==> config.mk <==
export PLATFORM = sky130hd
export DESIGN_NAME = tpm_fifo_sequencer
export DESIGN_NICKNAME = d
export VERILOG_FILES = /design/src/rtl/tpm_seq_pkg.sv /design/src/rtl/tpm_seq_mover.sv /design/src/rtl/tpm_seq_timer.sv /design/src/rtl/tpm_seq_be_acc.sv /design/src/rtl/tpm_fifo_sequencer.sv
export SDC_FILE = /design/constraint.sdc
export NUM_CORES = 1
export LEC_CHECK = 0
export ABC_AREA = 1
export BUFFER_PORTS_ARGS = -buffer_cell sky130_fd_sc_hd__buf_2
export CORE_ASPECT_RATIO = 0.7
export CORE_MARGIN = 2
export CORE_UTILIZATION = 53
export DETAILED_ROUTE_END_ITERATION = 8
export GPL_TIMING_DRIVEN = 0
export PLACE_DENSITY = 0.83
export SLEW_MARGIN = 40
export SYNTH_ARGS = -nofsm -noshare
export SYNTH_HDL_FRONTEND = slang
export SYNTH_SLANG_ARGS = --single-unit
==> constraint.sdc <==
create_clock -name clk -period 2.3 [get_ports clk]
set_clock_uncertainty 0.05 [all_clocks]
set_input_delay 0.23 -clock clk [delete_from_list [all_inputs] [get_ports clk]]
set_output_delay 0.23 -clock clk [all_outputs]
set_load 0.005 [all_outputs]
==> src/rtl/tpm_seq_pkg.sv <==
package tpm_seq_pkg;

  typedef enum logic [2:0] {
    RES_OK      = 3'd0,
    RES_UNINIT  = 3'd1,
    RES_SIZE    = 3'd2,
    RES_TIMEOUT = 3'd3,
    RES_RSP_LEN = 3'd4,
    RES_MID_STS = 3'd5,
    RES_FIN_STS = 3'd6
  } seq_result_e;

  typedef enum logic [3:0] {
    S_IDLE, S_CHK, S_CMP, S_W_RDY, S_W_CMD, S_W_GO, S_WAIT, S_POLL,
    S_HDR, S_LCHK, S_BODY, S_MID, S_LAST, S_FIN, S_IDLEW
  } seq_state_e;

  localparam logic [7:0] STS_VALID   = 8'h80;
  localparam logic [7:0] STS_CMD_RDY = 8'h40;
  localparam logic [7:0] STS_GO      = 8'h20;
  localparam logic [7:0] STS_AVAIL   = 8'h10;
  localparam logic [7:0] STS_MASK    = STS_VALID | STS_AVAIL;
  localparam int         HDR_BYTES   = 6;

endpackage

==> src/rtl/tpm_seq_mover.sv <==
module tpm_seq_mover #(
  parameter int LEN_W = 12
) (
  input  logic             clk,
  input  logic             rst_n,
  input  logic             go,
  input  logic             go_write,
  input  logic             go_fifo,
  input  logic [LEN_W-1:0] go_len,
  input  logic [7:0]       wr_byte,
  input  logic             sink_ready,
  output logic             done,
  output logic [LEN_W-1:0] idx,
  output logic             rd_phase,
  output logic             rd_fire,
  output logic             txn_valid,
  input  logic             txn_ready,
  output logic             txn_write,
  output logic             txn_fifo,
  output logic [LEN_W-1:0] txn_len,
  output logic [7:0]       wr_data,
  output logic             wr_valid,
  input  logic             wr_ready,
  input  logic             rd_valid,
  output logic             rd_ready
);
  typedef enum logic [1:0] {MV_IDLE, MV_REQ, MV_DATA} mv_state_e;

  mv_state_e        ph;
  logic             wr_q, fifo_q;
  logic [LEN_W-1:0] len_q, cnt;
  logic             byte_fire;

  assign txn_valid = (ph == MV_REQ);
  assign txn_write = wr_q;
  assign txn_fifo  = fifo_q;
  assign txn_len   = len_q;
  assign wr_valid  = (ph == MV_DATA) && wr_q;
  assign wr_data   = wr_byte;
  assign rd_phase  = (ph == MV_DATA) && !wr_q;
  assign rd_ready  = rd_phase && sink_ready;
  assign rd_fire   = rd_valid && rd_ready;
  assign byte_fire = (wr_valid && wr_ready) || rd_fire;
  assign idx       = cnt;

  always_ff @(posedge clk) begin
    if (!rst_n) begin
      ph     <= MV_IDLE;
      wr_q   <= 1'b0;
      fifo_q <= 1'b0;
      len_q  <= '0;
      cnt    <= '0;
      done   <= 1'b0;
    end else begin
      done <= 1'b0;
      unique case (ph)
        MV_IDLE: if (go) begin
          wr_q   <= go_write;
          fifo_q <= go_fifo;
          len_q  <= go_len;
          cnt    <= '0;
          if (go_len == '0) done <= 1'b1;
          else              ph   <= MV_REQ;
        end
        MV_REQ: if (txn_ready) ph <= MV_DATA;
        MV_DATA: if (byte_fire) begin
          cnt <= cnt + 1'b1;
          if (cnt == len_q - 1'b1) begin
            ph   <= MV_IDLE;
            done <= 1'b1;
          end
        end
        default: ph <= MV_IDLE;
      endcase
    end
  end

  AST_TXN_HOLD: assert property (@(posedge clk) disable iff (!rst_n)
    txn_valid && !txn_ready |=> txn_valid && $stable(txn_len) && $stable(txn_write) && $stable(txn_fifo));
  AST_ONE_DIRECTION: assert property (@(posedge clk) disable iff (!rst_n)
    !(wr_valid && rd_ready));
endmodule

==> src/rtl/tpm_seq_timer.sv <==
module tpm_seq_timer #(
  parameter int unsigned     POLL_CYCLES    = 125000,
  parameter longint unsigned TIMEOUT_CYCLES = 64'd15000000000
) (
  input  logic clk,
  input  logic rst_n,
  input  logic clr_all,
  input  logic clr_poll,
  input  logic poll_run,
  input  logic wait_run,
  output logic poll_due,
  output logic expired
);
  localparam int PW = $clog2(POLL_CYCLES + 1);
  localparam int TW = $clog2(TIMEOUT_CYCLES + 1);
  localparam logic [PW-1:0] POLL_LAST = PW'(POLL_CYCLES - 1);
  localparam logic [TW-1:0] TO_LIM    = TW'(TIMEOUT_CYCLES);

  logic [PW-1:0] poll_cnt;
  logic [TW-1:0] tot_cnt;

  assign poll_due = (poll_cnt == POLL_LAST);
  assign expired  = (tot_cnt >= TO_LIM);

  always_ff @(posedge clk) begin
    if (!rst_n || clr_all) begin
      poll_cnt <= '0;
      tot_cnt  <= '0;
    end else begin
      if (clr_poll)                  poll_cnt <= '0;
      else if (poll_run && !poll_due) poll_cnt <= poll_cnt + 1'b1;
      if (wait_run && !expired)       tot_cnt  <= tot_cnt + 1'b1;
    end
  end

  AST_TIMEOUT_STICKY: assert property (@(posedge clk) disable iff (!rst_n)
    expired && !clr_all |=> expired);
endmodule

==> src/rtl/tpm_seq_be_acc.sv <==
module tpm_seq_be_acc (
  input  logic        clk,
  input  logic        rst_n,
  input  logic        clr,
  input  logic        en,
  input  logic [7:0]  din,
  output logic [31:0] value
);
  always_ff @(posedge clk) begin
    if (!rst_n || clr) value <= '0;
    else if (en)       value <= {value[23:0], din};
  end
endmodule

==> src/rtl/tpm_fifo_sequencer.sv <==
module tpm_fifo_sequencer
  import tpm_seq_pkg::*;
#(
  parameter int              LEN_W          = 12,
  parameter int unsigned     POLL_CYCLES    = 125000,
  parameter longint unsigned TIMEOUT_CYCLES = 64'd15000000000
) (
  input  logic             clk,
  input  logic             rst_n,
  input  logic             start,
  input  logic [LEN_W-1:0] cmd_size,
  input  logic [LEN_W-1:0] max_rsp,
  input  logic [15:0]      vendor_id,
  output logic [LEN_W-1:0] cmd_rd_addr,
  input  logic [7:0]       cmd_rd_data,
  output logic             txn_valid,
  input  logic             txn_ready,
  output logic             txn_write,
  output logic             txn_fifo,
  output logic [LEN_W-1:0] txn_len,
  output logic [7:0]       wr_data,
  output logic             wr_valid,
  input  logic             wr_ready,
  input  logic [7:0]       rd_data,
  input  logic             rd_valid,
  output logic             rd_ready,
  output logic [7:0]       rsp_data,
  output logic             rsp_valid,
  input  logic             rsp_ready,
  output logic             busy,
  output logic             done,
  output logic [2:0]       result,
  output logic [LEN_W-1:0] rsp_len
);
  localparam logic [31:0]      MIN_RSP   = 32'(HDR_BYTES + 1);
  localparam logic [LEN_W-1:0] HDR_LEN   = LEN_W'(HDR_BYTES);
  localparam logic [LEN_W-1:0] TAIL_SKIP = LEN_W'(HDR_BYTES + 1);

  seq_state_e  st, st_n;
  seq_result_e fin_code;
  logic        fin;
  logic [1:0]  k;
  logic [7:0]  sts_q;
  logic [31:0] acc;

  logic             mv_go, mv_w, mv_f, mv_done, mv_rd_phase, mv_rd_fire;
  logic [LEN_W-1:0] mv_len, mv_idx;
  logic [7:0]       wr_byte;
  logic             route, sink_ready;
  logic             acc_clr, acc_en;
  logic [7:0]       acc_din;
  logic             tmr_clr, poll_clr, poll_due, expired;
  logic             size_bad, len_bad;
  logic [LEN_W-1:0] tail_len;

  assign route      = (st == S_HDR) || (st == S_BODY) || (st == S_LAST);
  assign sink_ready = route ? rsp_ready : 1'b1;
  assign rsp_valid  = route && mv_rd_phase && rd_valid;
  assign rsp_data   = rd_data;
  assign busy       = (st != S_IDLE);

  always_comb begin
    if (st == S_CHK)        cmd_rd_addr = LEN_W'(k) + LEN_W'(2);
    else if (st == S_W_CMD) cmd_rd_addr = mv_idx;
    else                    cmd_rd_addr = '0;
  end

  always_comb begin
    if (st == S_W_CMD)     wr_byte = cmd_rd_data;
    else if (st == S_W_GO) wr_byte = STS_GO;
    else                   wr_byte = STS_CMD_RDY;
  end

  assign acc_din  = (st == S_CHK) ? cmd_rd_data : rd_data;
  assign acc_en   = (st == S_CHK) || ((st == S_HDR) && mv_rd_fire && (mv_idx >= LEN_W'(2)));
  assign size_bad = (cmd_size < HDR_LEN) || (acc != 32'(cmd_size));
  assign len_bad  = (acc < MIN_RSP) || (acc > 32'(max_rsp));
  assign tail_len = acc[LEN_W-1:0] - TAIL_SKIP;

  always_comb begin
    st_n     = st;
    mv_go    = 1'b0;
    mv_w     = 1'b0;
    mv_f     = 1'b0;
    mv_len   = '0;
    fin      = 1'b0;
    fin_code = RES_OK;
    tmr_clr  = 1'b0;
    poll_clr = 1'b0;
    acc_clr  = 1'b0;
    unique case (st)
      S_IDLE: if (start) begin
        acc_clr = 1'b1;
        if (vendor_id == 16'h0) begin fin = 1'b1; fin_code = RES_UNINIT; end
        else st_n = S_CHK;
      end
      S_CHK: if (k == 2'd3) st_n = S_CMP;
      S_CMP: begin
        if (size_bad) begin fin = 1'b1; fin_code = RES_SIZE; end
        else begin mv_go = 1'b1; mv_w = 1'b1; mv_len = LEN_W'(1); st_n = S_W_RDY; end
      end
      S_W_RDY: if (mv_done) begin
        mv_go = 1'b1; mv_w = 1'b1; mv_f = 1'b1; mv_len = cmd_size; st_n = S_W_CMD;
      end
      S_W_CMD: if (mv_done) begin
        mv_go = 1'b1; mv_w = 1'b1; mv_len = LEN_W'(1); st_n = S_W_GO;
      end
      S_W_GO: if (mv_done) begin tmr_clr = 1'b1; st_n = S_WAIT; end
      S_WAIT: if (poll_due) begin mv_go = 1'b1; mv_len = LEN_W'(1); st_n = S_POLL; end
      S_POLL: if (mv_done) begin
        if ((sts_q & STS_MASK) == STS_MASK) begin
          mv_go = 1'b1; mv_f = 1'b1; mv_len = HDR_LEN; acc_clr = 1'b1; st_n = S_HDR;
        end else if (expired) begin
          fin = 1'b1; fin_code = RES_TIMEOUT;
        end else begin
          poll_clr = 1'b1; st_n = S_WAIT;
        end
      end
      S_HDR: if (mv_done) st_n = S_LCHK;
      S_LCHK: begin
        if (len_bad) begin fin = 1'b1; fin_code = RES_RSP_LEN; end
        else if (tail_len == '0) begin mv_go = 1'b1; mv_len = LEN_W'(1); st_n = S_MID; end
        else begin mv_go = 1'b1; mv_f = 1'b1; mv_len = tail_len; st_n = S_BODY; end
      end
      S_BODY: if (mv_done) begin mv_go = 1'b1; mv_len = LEN_W'(1); st_n = S_MID; end
      S_MID: if (mv_done) begin
        if ((sts_q & STS_MASK) == STS_MASK) begin
          mv_go = 1'b1; mv_f = 1'b1; mv_len = LEN_W'(1); st_n = S_LAST;
        end else begin fin = 1'b1; fin_code = RES_MID_STS; end
      end
      S_LAST: if (mv_done) begin mv_go = 1'b1; mv_len = LEN_W'(1); st_n = S_FIN; end
      S_FIN: if (mv_done) begin
        if ((sts_q & STS_MASK) == STS_VALID) begin
          mv_go = 1'b1; mv_w = 1'b1; mv_len = LEN_W'(1); st_n = S_IDLEW;
        end else begin fin = 1'b1; fin_code = RES_FIN_STS; end
      end
      S_IDLEW: if (mv_done) begin fin = 1'b1; fin_code = RES_OK; end
      default: st_n = S_IDLE;
    endcase
    if (fin) st_n = S_IDLE;
  end

  always_ff @(posedge clk) begin
    if (!rst_n) begin
      st      <= S_IDLE;
      k       <= '0;
      sts_q   <= '0;
      done    <= 1'b0;
      result  <= '0;
      rsp_len <= '0;
    end else begin
      st   <= st_n;
      done <= fin;
      if (fin) begin
        result  <= fin_code;
        rsp_len <= (fin_code == RES_OK) ? acc[LEN_W-1:0] : '0;
      end
      if (st == S_IDLE)     k <= '0;
      else if (st == S_CHK) k <= k + 1'b1;
      if (mv_rd_fire && ((st == S_POLL) || (st == S_MID) || (st == S_FIN)))
        sts_q <= rd_data;
    end
  end

  tpm_seq_mover #(.LEN_W(LEN_W)) u_mover (
    .clk(clk), .rst_n(rst_n), .go(mv_go), .go_write(mv_w), .go_fifo(mv_f),
    .go_len(mv_len), .wr_byte(wr_byte), .sink_ready(sink_ready), .done(mv_done),
    .idx(mv_idx), .rd_phase(mv_rd_phase), .rd_fire(mv_rd_fire),
    .txn_valid(txn_valid), .txn_ready(txn_ready), .txn_write(txn_write),
    .txn_fifo(txn_fifo), .txn_len(txn_len), .wr_data(wr_data), .wr_valid(wr_valid),
    .wr_ready(wr_ready), .rd_valid(rd_valid), .rd_ready(rd_ready)
  );

  tpm_seq_timer #(.POLL_CYCLES(POLL_CYCLES), .TIMEOUT_CYCLES(TIMEOUT_CYCLES)) u_timer (
    .clk(clk), .rst_n(rst_n), .clr_all(tmr_clr), .clr_poll(poll_clr),
    .poll_run(st == S_WAIT), .wait_run((st == S_WAIT) || (st == S_POLL)),
    .poll_due(poll_due), .expired(expired)
  );

  tpm_seq_be_acc u_acc (
    .clk(clk), .rst_n(rst_n), .clr(acc_clr), .en(acc_en), .din(acc_din), .value(acc)
  );

  AST_QUIET_BEFORE_CHECK: assert property (@(posedge clk) disable iff (!rst_n)
    (st == S_IDLE || st == S_CHK || st == S_CMP) |-> !txn_valid);
  AST_FIFO_READ_GATED: assert property (@(posedge clk) disable iff (!rst_n)
    txn_valid && txn_fifo && !txn_write |-> (sts_q & STS_MASK) == STS_MASK);
  AST_DONE_PULSE: assert property (@(posedge clk) disable iff (!rst_n)
    done |=> !done);
  AST_RSP_HOLD: assert property (@(posedge clk) disable iff (!rst_n)
    rsp_valid && !rsp_ready |=> rsp_valid && $stable(rsp_data));
endmodule

# After elaboration in Yosys (flattened, before gate mapping)
# Index checks and enable logic that the tools add are counted.
[op_classes]
n_addsub = 7
n_mul = 0
div_mod_pow = 0
n_lt_le_gt_ge = 5
n_eq_ne = 45
shift = 0
mux = 99
n_bitwise = 2
n_reduce_logical = 46
[ops]
columns = ["op", "count"]
rows = [
  ["$mux W12", 8],
  ["$pmux W12 S8", 1],
  ["$mux W4", 19],
  ["$pmux W4 S15", 1],
  ["$mux W1", 42],
  ["$add A34 B1 Y34 const B", 1],
  ["$ge A34 B34 Y1 const B", 1],
  ["$gt A32 B12 Y1", 1],
  ["$lt A32 B3 Y1 const B", 1],
  ["$ne A32 B12 Y1", 1],
  ["$eq A4 B4 Y1 const B", 7],
  ["$logic_not A12 Y1", 2],
  ["$ne A2 B1 Y1 const B", 12],
  ["$pmux W12 S2", 1],
  ["$mux W3", 7],
  ["$ne A2 B2 Y1 const B", 10],
  ["$reduce_and A19 Y1", 1],
  ["$mux W2", 9],
  ["$pmux W3 S6", 1],
  ["$add A17 B1 Y17 const B", 1],
  ["$eq A17 B17 Y1 const B", 1],
  ["$eq A4 B3 Y1 const B", 4],
  ["$logic_not A16 Y1", 1],
  ["$mux W8", 2],
  ["34 further kinds", 69],
]
[word_totals]
register_bits = 142
latchBits = 0
ramBits = 0
rom_bits = 0
in_bits = 63
out_inout_bits = 63
elab_cells = 219
mem_count = 0

# Logic depth before layout (Yosys ltp)
[depth]
ltp_word = 9
depth_mapped = 21
depth_no_buf = 21

# Hierarchy
# Synthesis repeated with hierarchy kept, for this count alone.
[unflattened]
hier_cells = 1553
hier_area_um2 = 9556.7
[modules_own_cells]
columns = ["module", "instances", "cells_each", "area_each_um2", "seq_area_each_um2"]
rows = [
  ["tpm_seq_timer", 1, 572, 3383.2, 1021.0],
  ["tpm_fifo_sequencer", 1, 556, 2989.1, 480.5],
  ["tpm_seq_mover", 1, 284, 1816.7, 580.6],
  ["tpm_seq_be_acc", 1, 141, 1367.6, 640.6],
]

# Worst setup path before layout
# OpenSTA, ideal clock, no wires.
[synth_path]
path_kind = "register to register"
startpoint = "reg u_acc.value[5]"
endpoint = "reg u_mover.cnt[0] (netlist: u_mover.idx[0])"
setup_ns = 0.115
arrival_ns = 2.006
required_ns = 2.135
path_slack_ns = 0.129
path_stages_with_launch = 16
path_buffers = 1
period_less_slack_ns = 2.171
cell_sequence = "dfxtp_1 > ha_1 > a21oi_1 > nor2_1 > nor2_1 > nand2_1 > nand2_1 > nand2_1 > nand2_1 > nand2_1 > nor2_4 > nor3_2 > nor2_4 > nor2_4 > buf_4 > o21a_1"
[synth_between]
elab_chain_cells = 6
word_cells_on_any_way = 10
cone_classes = "order compare (2); eq/ne (2); mux (3); reduce/logical (3)"
[synth_lines]
columns = ["element", "line", "source"]
rows = [
  ["from (decl)", "tpm_seq_be_acc.sv:7", "output logic [31:0] value"],
  ["from (signal assigned)", "tpm_seq_be_acc.sv:11", "else if (en) value <= {value[23:0], din};"],
  ["$lt A32 B3 Y1 (tied with other cells)", "tpm_fifo_sequencer.sv:77", "assign len_bad = (acc < MIN_RSP) || (acc > 32'(max_rsp));"],
  ["$logic_or A1 B1 Y1 (on tied branches)", "tpm_fifo_sequencer.sv:77, tpm_fifo_sequencer.sv:76", ""],
  ["$mux W1 (on tied branches)", "tpm_fifo_sequencer.sv:121, tpm_fifo_sequencer.sv:99", ""],
  ["$pmux W1 S6 *", "tpm_fifo_sequencer.sv:91", "unique case (st)"],
  ["$ne A2 B2 Y1 (no line) *", "--", ""],
  ["$reduce_and A3 Y1 (no line) *", "--", ""],
  ["to (signal assigned)", "tpm_seq_mover.sv:67", "cnt <= cnt + 1'b1;"],
  ["to (decl)", "tpm_seq_mover.sv:31", "logic [LEN_W-1:0] len_q, cnt;"],
]
# Every way passes the cells marked *; elsewhere a longest branch is shown, timed or not.
# A chain may end at the register's enable or synchronous reset.

# Final worst setup path
[layout_path]
startpoint = "reg u_acc.value[6]"
endpoint = "reg rsp_len[4]"
[layout_between]
elab_chain_cells = 6
word_cells_on_any_way = 13
cone_classes = "order compare (2); eq/ne (1); mux (7); reduce/logical (3)"
[layout_lines]
columns = ["element", "line", "source"]
rows = [
  ["$lt A32 B3 Y1 (tied with other cells)", "tpm_fifo_sequencer.sv:77", ""],
  ["$logic_or A1 B1 Y1 (on tied branches)", "tpm_fifo_sequencer.sv:77, tpm_fifo_sequencer.sv:76", ""],
  ["$mux W3 or $mux W2 (tied branches)", "tpm_fifo_sequencer.sv:121, tpm_fifo_sequencer.sv:99", ""],
  ["$pmux W3 S6", "tpm_fifo_sequencer.sv:91", ""],
  ["$logic_not A3 Y1", "tpm_fifo_sequencer.sv:156", "rsp_len <= (fin_code == RES_OK) ? acc[LEN_W-1:0] : '0;"],
  ["$mux W12", "tpm_fifo_sequencer.sv:156", ""],
  ["to (signal assigned)", "tpm_fifo_sequencer.sv:156", ""],
  ["to (decl)", "tpm_fifo_sequencer.sv:33", "output logic [LEN_W-1:0] rsp_len"],
]
# Parallel ways exist; a longest one is shown, timed or not.

==> results by group <==
Outcome
  – Status: complete, but fails checks
  – Violated checks: negative setup slack

Timing
  – Maximum clock rate: 413 MHz
  – Final setup margin: -119 ps
  – Final hold violations: 0
  – # setup viols final: 43
  – Final worst path period share: 105%
  – Unrepaired setup endpoints after global routing: yes
  – Setup TNS: -2940 ps
  – Rel. slew slack: 53.5%
  – Worst-Margin Slew: 698 ps
  – Min Tclk post-route: 2420 ps
  – Pins Over Slew Limit: 0

Setup path
  – Largest fanout on the critical path: 7
  – Crit path DAT: 2740 ps
  – CP startpoint: u_acc.value[6]
  – R2r endpoint: rsp_len[4]
  – R2r startpoint: u_acc.value[6]
  – CP Capture Type: flip-flop
  – Setup crit end: rsp_len[4]
  – Critical path start-end classification: reg2reg
  – R2r worst-path depth: 13
  – Setup crit start kind: flip-flop
  – WP data required: 2620 ps
  – R2R setup slack: -120 ps

Place
  – Post-Place Cell Area: 9490 µm²
  – I/O Buffers: 124
  – DP HPWL: 19900 µm
  – GPL Wtd Cong: 0.993
  – Pre-CTS setup slack: -450 ps

Yosys
  – Yosys top cell by area: dfxtp_1
  – Synth Instances: 1331
  – Asr flop ratio synth: 0%
  – Netlist Area Pre-Place: 8620 µm²
  – EDFF count, synth: 0
  – Most common cell in the netlist: nand2_1
  – Post-synth cell types: 55
  – Post-synth top area share: 31.6%
  – Synth Register Bits: 136
  – Synthesized area per cell: 6.48 µm²
  – Synth area leaders: dfxtp_1, nand2_1, nor2_1, inv_1, a21oi_1
  – Prevailing post-synth register cell: dfxtp_1
  – Top cells by count, synth: nand2_1, nor2_1, inv_1, dfxtp_1, a21oi_1
  – Yosys warns: 0
  – Post-Synthesis Net Count: 1415
  – Sequential area share after synthesis: 31.6%

Cells and area
  – Area added between synthesis and finish: 32.0%
  – Post-route cell area: 11400 µm²
  – Final #Nets: 1620
  – Final Util: 72.5%
  – N_diodes: 0
  – Share of layout cells above drive strength 1: 29.1%

Pwr
  – Power Total: 8820 µW
  – Share of power burned in registers: 30.6%
  – Pwr dens: 775 nW/µm²
  – VDD IR-drop max: 535 µV
  – Pint: 5350 µW
  – Leak: 0.00484 µW
  – Switch Pwr: 3470 µW
  – Clock share of power: 31.0%
  – Logic pwr share: 38.4%
  – Sw Ratio: 39.4%

Drt
  – Initial DRC count: 1216
  – DRC: 0
  – First-pass DRT Iterations: 7
  – Total length of routed wires: 29400 µm
  – Post-DR vias/cell: 5.69
  – Wirelength per Cell: 16.8 µm
  – Routed vias: 9953
  – Antenna-violating nets left: 0

Clock tree
  – Hold_buf cts: 0
  – Clock Path Buffers: 2
  – Clk root buf: clkbuf_16
  – TritonCTS Buffers: 17
  – Clk pin slew, worst setup/hold paths: 60 ps
  – Clock Sinks: 136
  – Clock latency on the worst-skew pair: 440 ps
  – CTS tree: built
  – H-tree depth: 4

Floorplanning
  – DIE AREA: 17300 µm²
  – Core ar.: 15700 µm²
  – IO Pins: 126
  – Starting Density: 54.9%
  – DIE HEIGHT: 111 µm
  – FP Rows: 38
  – Die W: 156 µm

Global route
  – Vias in the first global route: 8939
  – Tot GR Track Use: 32.0%
  – Largest net degree at the start of global routing: 17
  – Initial antenna violation count: 0
  – Global-route wire length before repair: 44400 µm
  – Total gr overflow: 0

Job
  – Maxcap violations: 0

Min path
  – HP Class: in2reg
==> how the worst min path moves through the flow <==
stage / end / slack, ps / depth (start not counted) / startpoint
after global routing: u_acc.value[6] / 70 / 3 / rd_data[6]
after detailed placement: result[0] / 390 / 2 / result[0]
after global placement: rsp_len[8] / 390 / 2 / rsp_len[8]
after floorplan: u_acc.value[6] / 350 / 2 / rd_data[6]
final: u_mover.ph[1] / 70 / 3 / txn_ready
after CTS: u_mover.ph[1] / 70 / 3 / txn_ready
==> timing repair <==
| item | 4_1_cts | 5_1_grt |
|---|---|---|
| buffers inserted | 27 | 28 |
| gates cloned | 2 | 5 |
| pin swaps | 29 | 43 |
| gates resized for setup | 101 | 177 |
| setup endpoints to repair | 116 | 130 |
==> state kept, by name, summed over array words and instances (netlist names) <==
signal             flops
k                      2
u_timer.tot_cnt       34
u_mover.txn_len       12
u_timer.poll_cnt      17
u_mover.ph             2
done                   1
u_mover.txn_fifo       1
u_mover.txn_write      1
u_mover.done           1
result                 3
sts_q                  2
st                     4
u_mover.idx           12
u_acc.value           32
rsp_len               12
==> placed cells by master (no fill, tap or decap), types with 5 or more instances in the layout <==
cell        count
nand2_1       258
inv_1         168
nor2_1        164
buf_2         128
dfxtp_1       117
a21oi_1        70
buf_4          58
nand3_1        51
nand2_2        47
o21ai_0        37
o21ai_1        31
xor2_1         31
nand4_1        29
a211oi_1       25
nor3_1         25
nor4_1         22
nor2_4         21
buf_6          19
nor2_2         18
clkbuf_16      18
xnor2_1        17
inv_2          15
dfxtp_4        15
clkbuf_1       12
nand3_2        12
o21ai_2        10
a21oi_2        10
ha_4           10
ha_1            9
nand2_4         7
clkinvlp_4      6
nor3b_1         6
clkbuf_2        5
==> critical path: stages, from the launching register on <==
cell and delay [ps]:
dfxtp_1 340, buf_2 250, nor2_1 120, nand2_1 130, nor2_4 70, buf_4 130
a21oi_2 200, nand2_4 110, buf_4 150, a22oi_2 140, nor3b_4 330, buf_6 180
nand3_2 80, o21ai_1 70
==> layout make-up <==
| type | instances | area, µm² |
|---|---|---|
| buffer | 43 | 304 |
| clock buffer | 19 | 433 |
| clock inverter | 13 | 148 |
| fill | 1247 | 4320 |
| inverter | 188 | 723 |
| multi-input combinational | 965 | 5570 |
| sequential | 136 | 2780 |
| tap | 200 | 250 |
| timing repair buffer | 184 | 1150 |
| timing repair inverter | 1 | 6.26 |
==> kinds of logic (layout without fill, tap and decap cells) <==
| kind of cell | after synthesis | after routing | synth area share (%) |
|---|---|---|---|
| AND/OR/NAND/NOR | 686 | 686 | 35.8 |
| buffers and inverters | 231 | 448 | 11.0 |
| AO/OA/AOI/OAI | 209 | 210 | 13.7 |
| flip-flops | 136 | 136 | 31.6 |
| XOR/XNOR | 48 | 48 | 4.88 |
| adder cells (fa/ha/maj) | 21 | 21 | 3.05 |
==> per-layer routing <==
layer	wire, µm	part of all wire (%)	track usage (%)	up-vias
li1	-	-	-	4722
met1	12200	41	43.6	4497
met2	13000	44	48.1	618
met3	3240	11	9.42	114
met4	974	3.3	11.3	2
met5	22	0.075	0	-
==> stage by stage <==
step / std cells / hold slack (ps)
final: 1749 / 65.8
after global routing: 1749 / 74.4
after CTS: 1716 / 66.3
after detailed placement: 1655 / 395
after global placement: 1655 / 393
after floorplan: 1331 / 346
==> power groups by stage <==
stage | Clock [µW] | Sequential [µW] | Combinational, µW
after floorplan | 0 | 2670 | 1640
after global placement | 0 | 2750 | 2240
after detailed placement | 0 | 2750 | 2260
after CTS | 2740 | 2670 | 2740
after global routing | 2870 | 2710 | 3630
final | 2740 | 2700 | 3380
(Power assumes the default switching activity.)
